===== src/rtl/addr_ctr_pkg.sv =====
package addr_ctr_pkg;
   typedef enum logic [1:0] {
      CAS_BLK_ROW  = 2'd0,
      CAS_ROW_BLK  = 2'd1,
      CAS_BLK_ONLY = 2'd2,
      CAS_ROW_ONLY = 2'd3
   } cascade_e;

   typedef enum logic [1:0] {
      SRC_CURSOR = 2'd0,
      SRC_SCROLL = 2'd1,
      SRC_CONST  = 2'd2,
      SRC_CONST2 = 2'd3
   } load_src_e;
endpackage


===== src/rtl/addr_digit.sv =====
module addr_digit #(
   parameter int RADIX = 12,
   localparam int W = $clog2(RADIX)
) (
   input  logic         clk,
   input  logic         rst_n,
   input  logic         clear,
   input  logic         load,
   input  logic [W-1:0] load_val,
   input  logic         step,
   input  logic         up,
   output logic [W-1:0] q,
   output logic         at_wrap
);
   localparam logic [W-1:0] TOP = W'(RADIX - 1);

   logic [W-1:0] nxt;

   if (RADIX < 2) begin : g_bad_radix
      $error("addr_digit: RADIX must be at least 2");
   end

   if ((1 << W) == RADIX) begin : g_natural
      always_comb nxt = up ? q + W'(1) : q - W'(1);
   end else begin : g_truncated
      logic [W-1:0] inc, dec;
      always_comb begin
         inc = q + W'(1);
         dec = q - W'(1);
         if (up) nxt = (inc == W'(RADIX)) ? '0 : inc;
         else    nxt = (dec == '1) ? TOP : dec;
      end
   end

   always_ff @(posedge clk or negedge rst_n) begin
      if (!rst_n)     q <= '0;
      else if (clear) q <= '0;
      else if (load)  q <= load_val;
      else if (step)  q <= nxt;
   end

   assign at_wrap = up ? (q == TOP) : (q == '0);


   range_chk: assert property (@(posedge clk) disable iff (!rst_n)
      q <= TOP);

   wrap_up_chk: assert property (@(posedge clk) disable iff (!rst_n)
      (step && up && !clear && !load && q == TOP) |=> q == '0);

   wrap_dn_chk: assert property (@(posedge clk) disable iff (!rst_n)
      (step && !up && !clear && !load && q == '0) |=> q == TOP);

   hold_chk: assert property (@(posedge clk) disable iff (!rst_n)
      (!step && !clear && !load) |=> $stable(q));
endmodule


===== src/rtl/addr_cascade.sv =====
module addr_cascade
   import addr_ctr_pkg::*;
(
   input  logic [1:0] mode,
   input  logic       go,
   input  logic       char_wrap,
   input  logic       blk_wrap,
   input  logic       row_wrap,
   output logic       char_step,
   output logic       blk_step,
   output logic       row_step
);
   cascade_e m;
   logic     c_out;

   always_comb begin
      m         = cascade_e'(mode);
      char_step = go;
      c_out     = go && char_wrap;
      blk_step  = 1'b0;
      row_step  = 1'b0;
      unique case (m)
         CAS_BLK_ROW: begin
            blk_step = c_out;
            row_step = c_out && blk_wrap;
         end
         CAS_ROW_BLK: begin
            row_step = c_out;
            blk_step = c_out && row_wrap;
         end
         CAS_BLK_ONLY: blk_step = c_out;
         CAS_ROW_ONLY: row_step = c_out;
         default: ;
      endcase
   end
endmodule


===== src/rtl/addr_load_mux.sv =====
module addr_load_mux
   import addr_ctr_pkg::*;
#(
   parameter int CW = 5,
   parameter int BW = 2,
   parameter int RW = 4,
   parameter int ROW_CONST = 11
) (
   input  logic [1:0]    src,
   input  logic [CW-1:0] cur_char,
   input  logic [BW-1:0] cur_blk,
   input  logic [RW-1:0] cur_row,
   input  logic [BW-1:0] scr_blk,
   input  logic [RW-1:0] scr_row,
   output logic [CW-1:0] lv_char,
   output logic [BW-1:0] lv_blk,
   output logic [RW-1:0] lv_row
);
   load_src_e s;

   always_comb begin
      s = load_src_e'(src);
      unique case (s)
         SRC_CURSOR: begin
            lv_char = cur_char;
            lv_blk  = cur_blk;
            lv_row  = cur_row;
         end
         SRC_SCROLL: begin
            lv_char = '0;
            lv_blk  = scr_blk;
            lv_row  = scr_row;
         end
         default: begin
            lv_char = '0;
            lv_blk  = '0;
            lv_row  = RW'(ROW_CONST);
         end
      endcase
   end
endmodule


===== src/rtl/mixed_radix_addr_counter.sv =====
module mixed_radix_addr_counter
   import addr_ctr_pkg::*;
#(
   parameter int CHAR_RADIX = 20,
   parameter int BLK_RADIX  = 4,
   parameter int ROW_RADIX  = 12,
   localparam int CW = $clog2(CHAR_RADIX),
   localparam int BW = $clog2(BLK_RADIX),
   localparam int RW = $clog2(ROW_RADIX)
) (
   input  logic          clk,
   input  logic          rst_n,
   input  logic          step_up,
   input  logic          step_dn,
   input  logic          load,
   input  logic          clear,
   input  logic [1:0]    cas_mode,
   input  logic [1:0]    load_src,
   input  logic [CW-1:0] cur_char,
   input  logic [BW-1:0] cur_blk,
   input  logic [RW-1:0] cur_row,
   input  logic [BW-1:0] scr_blk,
   input  logic [RW-1:0] scr_row,
   output logic [CW-1:0] char_q,
   output logic [BW-1:0] blk_q,
   output logic [RW-1:0] row_q,
   output logic          char_last,
   output logic          blk_last_n
);
   localparam int ROW_CONST = ROW_RADIX - 1;

   logic go, up;
   logic char_wrap, blk_wrap, row_wrap;
   logic char_step, blk_step, row_step;
   logic [CW-1:0] lv_char;
   logic [BW-1:0] lv_blk;
   logic [RW-1:0] lv_row;

   if (CHAR_RADIX < 2 || BLK_RADIX < 2 || ROW_RADIX < 2) begin : g_bad_cfg
      $error("mixed_radix_addr_counter: every radix must be at least 2");
   end

   assign go = (step_up ^ step_dn) && !load && !clear;
   assign up = step_up;

   addr_cascade u_cascade (
      .mode(cas_mode), .go(go),
      .char_wrap(char_wrap), .blk_wrap(blk_wrap), .row_wrap(row_wrap),
      .char_step(char_step), .blk_step(blk_step), .row_step(row_step)
   );

   addr_load_mux #(.CW(CW), .BW(BW), .RW(RW), .ROW_CONST(ROW_CONST)) u_mux (
      .src(load_src), .cur_char(cur_char), .cur_blk(cur_blk), .cur_row(cur_row),
      .scr_blk(scr_blk), .scr_row(scr_row),
      .lv_char(lv_char), .lv_blk(lv_blk), .lv_row(lv_row)
   );

   addr_digit #(.RADIX(CHAR_RADIX)) u_char (
      .clk(clk), .rst_n(rst_n), .clear(clear), .load(load), .load_val(lv_char),
      .step(char_step), .up(up), .q(char_q), .at_wrap(char_wrap)
   );

   addr_digit #(.RADIX(BLK_RADIX)) u_blk (
      .clk(clk), .rst_n(rst_n), .clear(clear), .load(load), .load_val(lv_blk),
      .step(blk_step), .up(up), .q(blk_q), .at_wrap(blk_wrap)
   );

   addr_digit #(.RADIX(ROW_RADIX)) u_row (
      .clk(clk), .rst_n(rst_n), .clear(clear), .load(load), .load_val(lv_row),
      .step(row_step), .up(up), .q(row_q), .at_wrap(row_wrap)
   );

   assign char_last  = (char_q == CW'(CHAR_RADIX - 1));
   assign blk_last_n = (blk_q != BW'(BLK_RADIX - 1));


   clear_zero_chk: assert property (@(posedge clk) disable iff (!rst_n)
      clear |=> (char_q == '0 && blk_q == '0 && row_q == '0));

   idle_hold_chk: assert property (@(posedge clk) disable iff (!rst_n)
      (!clear && !load && step_up == step_dn) |=>
         ($stable(char_q) && $stable(blk_q) && $stable(row_q)));

   const_load_chk: assert property (@(posedge clk) disable iff (!rst_n)
      (load && !clear && load_src[1]) |=> (row_q == RW'(ROW_CONST) && char_q == '0));

   last_col_chk: assert property (@(posedge clk) disable iff (!rst_n)
      (go && step_up && char_q == CW'(CHAR_RADIX - 2)) |=> char_last);

   last_blk_chk: assert property (@(posedge clk) disable iff (!rst_n)
      (!clear && load && load_src == 2'd0 && cur_blk == BW'(BLK_RADIX - 1)) |=> !blk_last_n);

   full_wrap_chk: assert property (@(posedge clk) disable iff (!rst_n)
      (go && step_up && cas_mode == 2'd0 && char_last && !blk_last_n &&
       row_q == RW'(ROW_CONST)) |=> (char_q == '0 && blk_q == '0 && row_q == '0));

   row_hold_chk: assert property (@(posedge clk) disable iff (!rst_n)
      (!clear && !load && cas_mode == 2'd2) |=> $stable(row_q));
endmodule


===== config.mk =====
export PLATFORM = sky130hd
export DESIGN_NAME = mixed_radix_addr_counter
export DESIGN_NICKNAME = d
export VERILOG_FILES = /design/src/rtl/addr_ctr_pkg.sv /design/src/rtl/addr_digit.sv /design/src/rtl/addr_cascade.sv /design/src/rtl/addr_load_mux.sv /design/src/rtl/mixed_radix_addr_counter.sv
export SDC_FILE = /design/constraint.sdc
export NUM_CORES = 1
export LEC_CHECK = 0
export ABC_AREA = 1
export BUFFER_PORTS_ARGS = -buffer_cell sky130_fd_sc_hd__buf_2
export CORE_UTILIZATION = 48
export CTS_BUF_LIST = sky130_fd_sc_hd__clkbuf_8
export CTS_CLUSTER_SIZE = 40
export DETAILED_ROUTE_END_ITERATION = 10
export PLACE_DENSITY_LB_ADDON = 0.05
export SYNTH_ARGS = -nofsm -noshare
export SYNTH_HDL_FRONTEND = slang
export SYNTH_SLANG_ARGS = --single-unit

===== constraint.sdc =====
create_clock -name clk -period 1.4 [get_ports clk]
set_clock_uncertainty 0.05 [all_clocks]
set_input_delay 0.07 -clock clk [delete_from_list [all_inputs] [get_ports clk]]
set_output_delay 0.07 -clock clk [all_outputs]
set_load 0.02 [all_outputs]

==> results.md <==
- Run status: complete, but fails checks
- Failing checks: setup timing
- DP Wirelength: 2.66 mm
- Critical path capture point type: register
- Comb pwr share: 0.462
- Worst path buffer plus inverter count: 1
- H-tree levels: 1
- Placed cell areas: 1630 um2
- Core footprint: 2480 um2
- Post-synthesis sequential area ratio: 0.219
- Syn. warnings: 0
- MaxCap Viol Count: 0
- Pwr dens: 768 nW/um2
- Chip width: 53.2 um
- Critical path's slowest cell: dfrtp_2
- Total wire length: 3.66 mm
- Arr. time, crit path: 1.69 ns
- # nets final: 307
- Power Total: 0.00137 W
- R2R depth: 8
- Internal: 0.000815 W
- Vias in the first global route: 1270
- GRT Total Usage: 0.268
- Crit Path Class: register to register
- CP startpoint kind: register
- Minimum clock period: 1.56 ns
- Initial antenna violation count: 0
- Yosys cell types: 25
- Cell Rows: 18
- Pin count of the biggest net entering global routing: 12
- RR Endpoint: u_row.q[2]
- Synth top area cells: nand2_1 (23%), dfrtp_1 (22%), nand3_1 (12%), inv_1 (8.3%), ha_1 (7.0%)
- Worst-margin pin slew: 0.285 ns
- CTS tree: built
- Critical R2R Launch: u_char.q[1]
- Slew Viols, Final: 0
- Avg Vias per Cell: 5.02
- Die Y: 53.2 um
- Worst EP required: 1.53 ns
- Wire per inst: 12.1 um
- Port-buffer cells: 39
- Routability congestion estimate: 0.919
- Area growth syn-to-layout: 41.8%
- Hold Vio Cnt, Final: 0
- R2R setup slack: -0.16 ns
- Vias: 1516
- Leak: 0.969 nW
- Net Sw Frac: 0.406
- CP max FO: 6
- CP delay by family, top: simple AND/OR/NAND/NOR gates
- RSZ-0062 raised after global routing: true
- Final period util: 1.12
- Most used cell, CP: nand3_1
- Setup-failing EPs final: 10
- Worst-skew pair later-pin latency: 0.24 ns
- Max Buffers Root-to-Sink: 2
- HP Class: primary input to register
- Final Instance Area: 1790 um2
- Cell count after synthesis: 212
- Critical path origin: u_char.q[1]
- Slew Limit Headroom: 0.808
- Fillers: 218
- IO Pins: 40
- Initial core utilization: 0.508
- Worst setup endpoint: u_row.q[2]
- Initial DRC Count: 59
- Net Count, Synth: 246
- Clk slew on worst S/H paths: 0.06 ns
- N_diodes: 0
- TritonCTS Buffers: 3
- GRT overflow: 0
- Crit. path cell count: 8
- Synth area leader: nand2_1
- Mean area per synthesized cell: 5.94 um2
- Drt first pass iters: 4
- Worst vdd ir: 554 uV
- Clk pwr share: 0.242
- Clock Tree Root: clkbuf_8
- Critical path's largest stage delay: 0.47 ns
- Share of cells above drive strength 1: 0.371
- Top cell type's share of synthesized area: 0.230
- Sw Pwr: 0.000556 W
- Die area: 2830 um2
- Final setup margin: -0.164 ns
- Setup TNS: -1.14 ns
- Seq cells post-synth: 11
- Crit path cell chain: inv_4, ha_4, nand3_1, a21oi_2, nand3_2, nand2_4, nand3_1, nand2_1
- Global-route wire length before repair: 5.47 mm
- Mapped Area: 1260 um2
- Clock sinks: 11
- ANT nets after route: 0
- Final routed DRC violation total: 0
- Part of the power in registers: 0.297
- Peak Freq: 640 MHz
-- layer usage --
layer	wire length, um	up-vias	global-route usage
met1	1730	642	0.387
met5	0	-	0
met3	247	4	0.0201
met2	1650	75	0.415
li1	-	795	-
met4	29	0	0.0833
-- area by class of cell --
| class | instances | area, um2 | area share |
|---|---|---|---|
| Clock buffer | 3 | 41.3 | 0.0231 |
| Sequential cell | 11 | 283 | 0.158 |
| Multi-Input combinational cell | 167 | 933 | 0.523 |
| Tap cell | 30 | 37.5 | 0.0210 |
| Timing Repair Buffer | 61 | 373 | 0.209 |
| Clock inverter | 1 | 3.75 | 0.00210 |
| Inverter | 29 | 114 | 0.0638 |
-- worst min path at each step --
stage	slack (ns)	to	start	cells past startpoint
floorplan	-0.28	u_blk.q[0]	rst_n	0
global placement	-0.08	u_blk.q[1]	rst_n	1
detailed placement	-0.08	u_blk.q[1]	rst_n	1
CTS	0.13	u_char.q[0]	cur_char[0]	5
global route	0.17	u_row.q[3]	clear	4
finish	0.14	u_char.q[0]	cur_char[0]	5
-- logic make-up (layout without fill, tap and decap cells) --
logic type | count (synthesis) | in the layout | synth area share
buffers and inverters | 34 | 94 | 0.118
XOR/XNOR | 3 | 3 | 0.0209
AO/OA/AOI/OAI | 28 | 28 | 0.121
adder cells (fa/ha/maj) | 7 | 7 | 0.0696
flip-flops | 11 | 11 | 0.219
AND/OR/NAND/NOR | 129 | 129 | 0.451
-- power groups by stage --
stage	clock (W)	combinational (W)	sequential (W)
floorplan	0	0.000321	0.000439
global placement	0	0.000561	0.000405
detailed placement	0	0.000563	0.000407
CTS	0.000329	0.000580	0.000403
global route	0.000344	0.000707	0.000413
finish	0.000331	0.000633	0.000407
-- synth_stat cells, drive strengths merged --
library cell	number
a21oi	6
buf	5
dfrtp	11
ha	7
inv	29
nand2	79
nand3	31
nand4	3
nor2	15
nor3	1
o21ai	17
o21bai	2
o22ai	3
xnor2	2
xor2	1
-- registers in the layout (all words and copies together), names as in the netlist --
| name | flops |
|---|---|
| u_blk.q | 2 |
| u_char.q | 5 |
| u_row.q | 4 |
-- layout by cell type, fill, tap and decap left out, types with 5 or more instances in the layout --
| master | n |
|---|---|
| nand2_1 | 71 |
| buf_4 | 20 |
| nand2_2 | 7 |
| nand3_2 | 6 |
| inv_1 | 23 |
| dfrtp_2 | 6 |
| inv_2 | 5 |
| nor2_1 | 9 |
| nand3_1 | 25 |
| ha_1 | 5 |
| o21ai_0 | 10 |
| o21ai_1 | 7 |
| dfrtp_1 | 5 |
| buf_2 | 38 |
-- stage by stage --
| stage | instances | hold WS [ns] | utilization | worst slack [ns] |
|---|---|---|---|---|
| 6_report | 302 | 0.140 | 0.721 | -0.164 |
| 3_3_place_gp | 295 | -0.0789 | 0.657 | -0.133 |
| 5_1_grt | 302 | 0.171 | 0.721 | -0.241 |
| 3_5_place_dp | 295 | -0.0786 | 0.657 | -0.133 |
| 2_1_floorplan | 212 | -0.276 | - | -0.0354 |
| 4_1_cts | 302 | 0.134 | 0.691 | -0.136 |
-- worst register-to-register path, delay by kind of cell (launching register included) --
family / cells / cell delay (ns)
AOI/OAI and AO/OA: 1 / 0.20
adders and majority gates: 1 / 0.17
buffers and inverters: 1 / 0.10
DFF: 1 / 0.47
and+or+nand+nor: 5 / 0.50
-- timing repair --
action | in CTS | in global routing
setup endpoints to repair | 10 | 12
hold buffers | 1 | 0
pin swaps | 1 | 16
hold endpoints to repair | 11 | 0
resized for setup | 5 | 25
setup buffers | 2 | 0
Note: power is estimated with default switching activity, not from simulation.
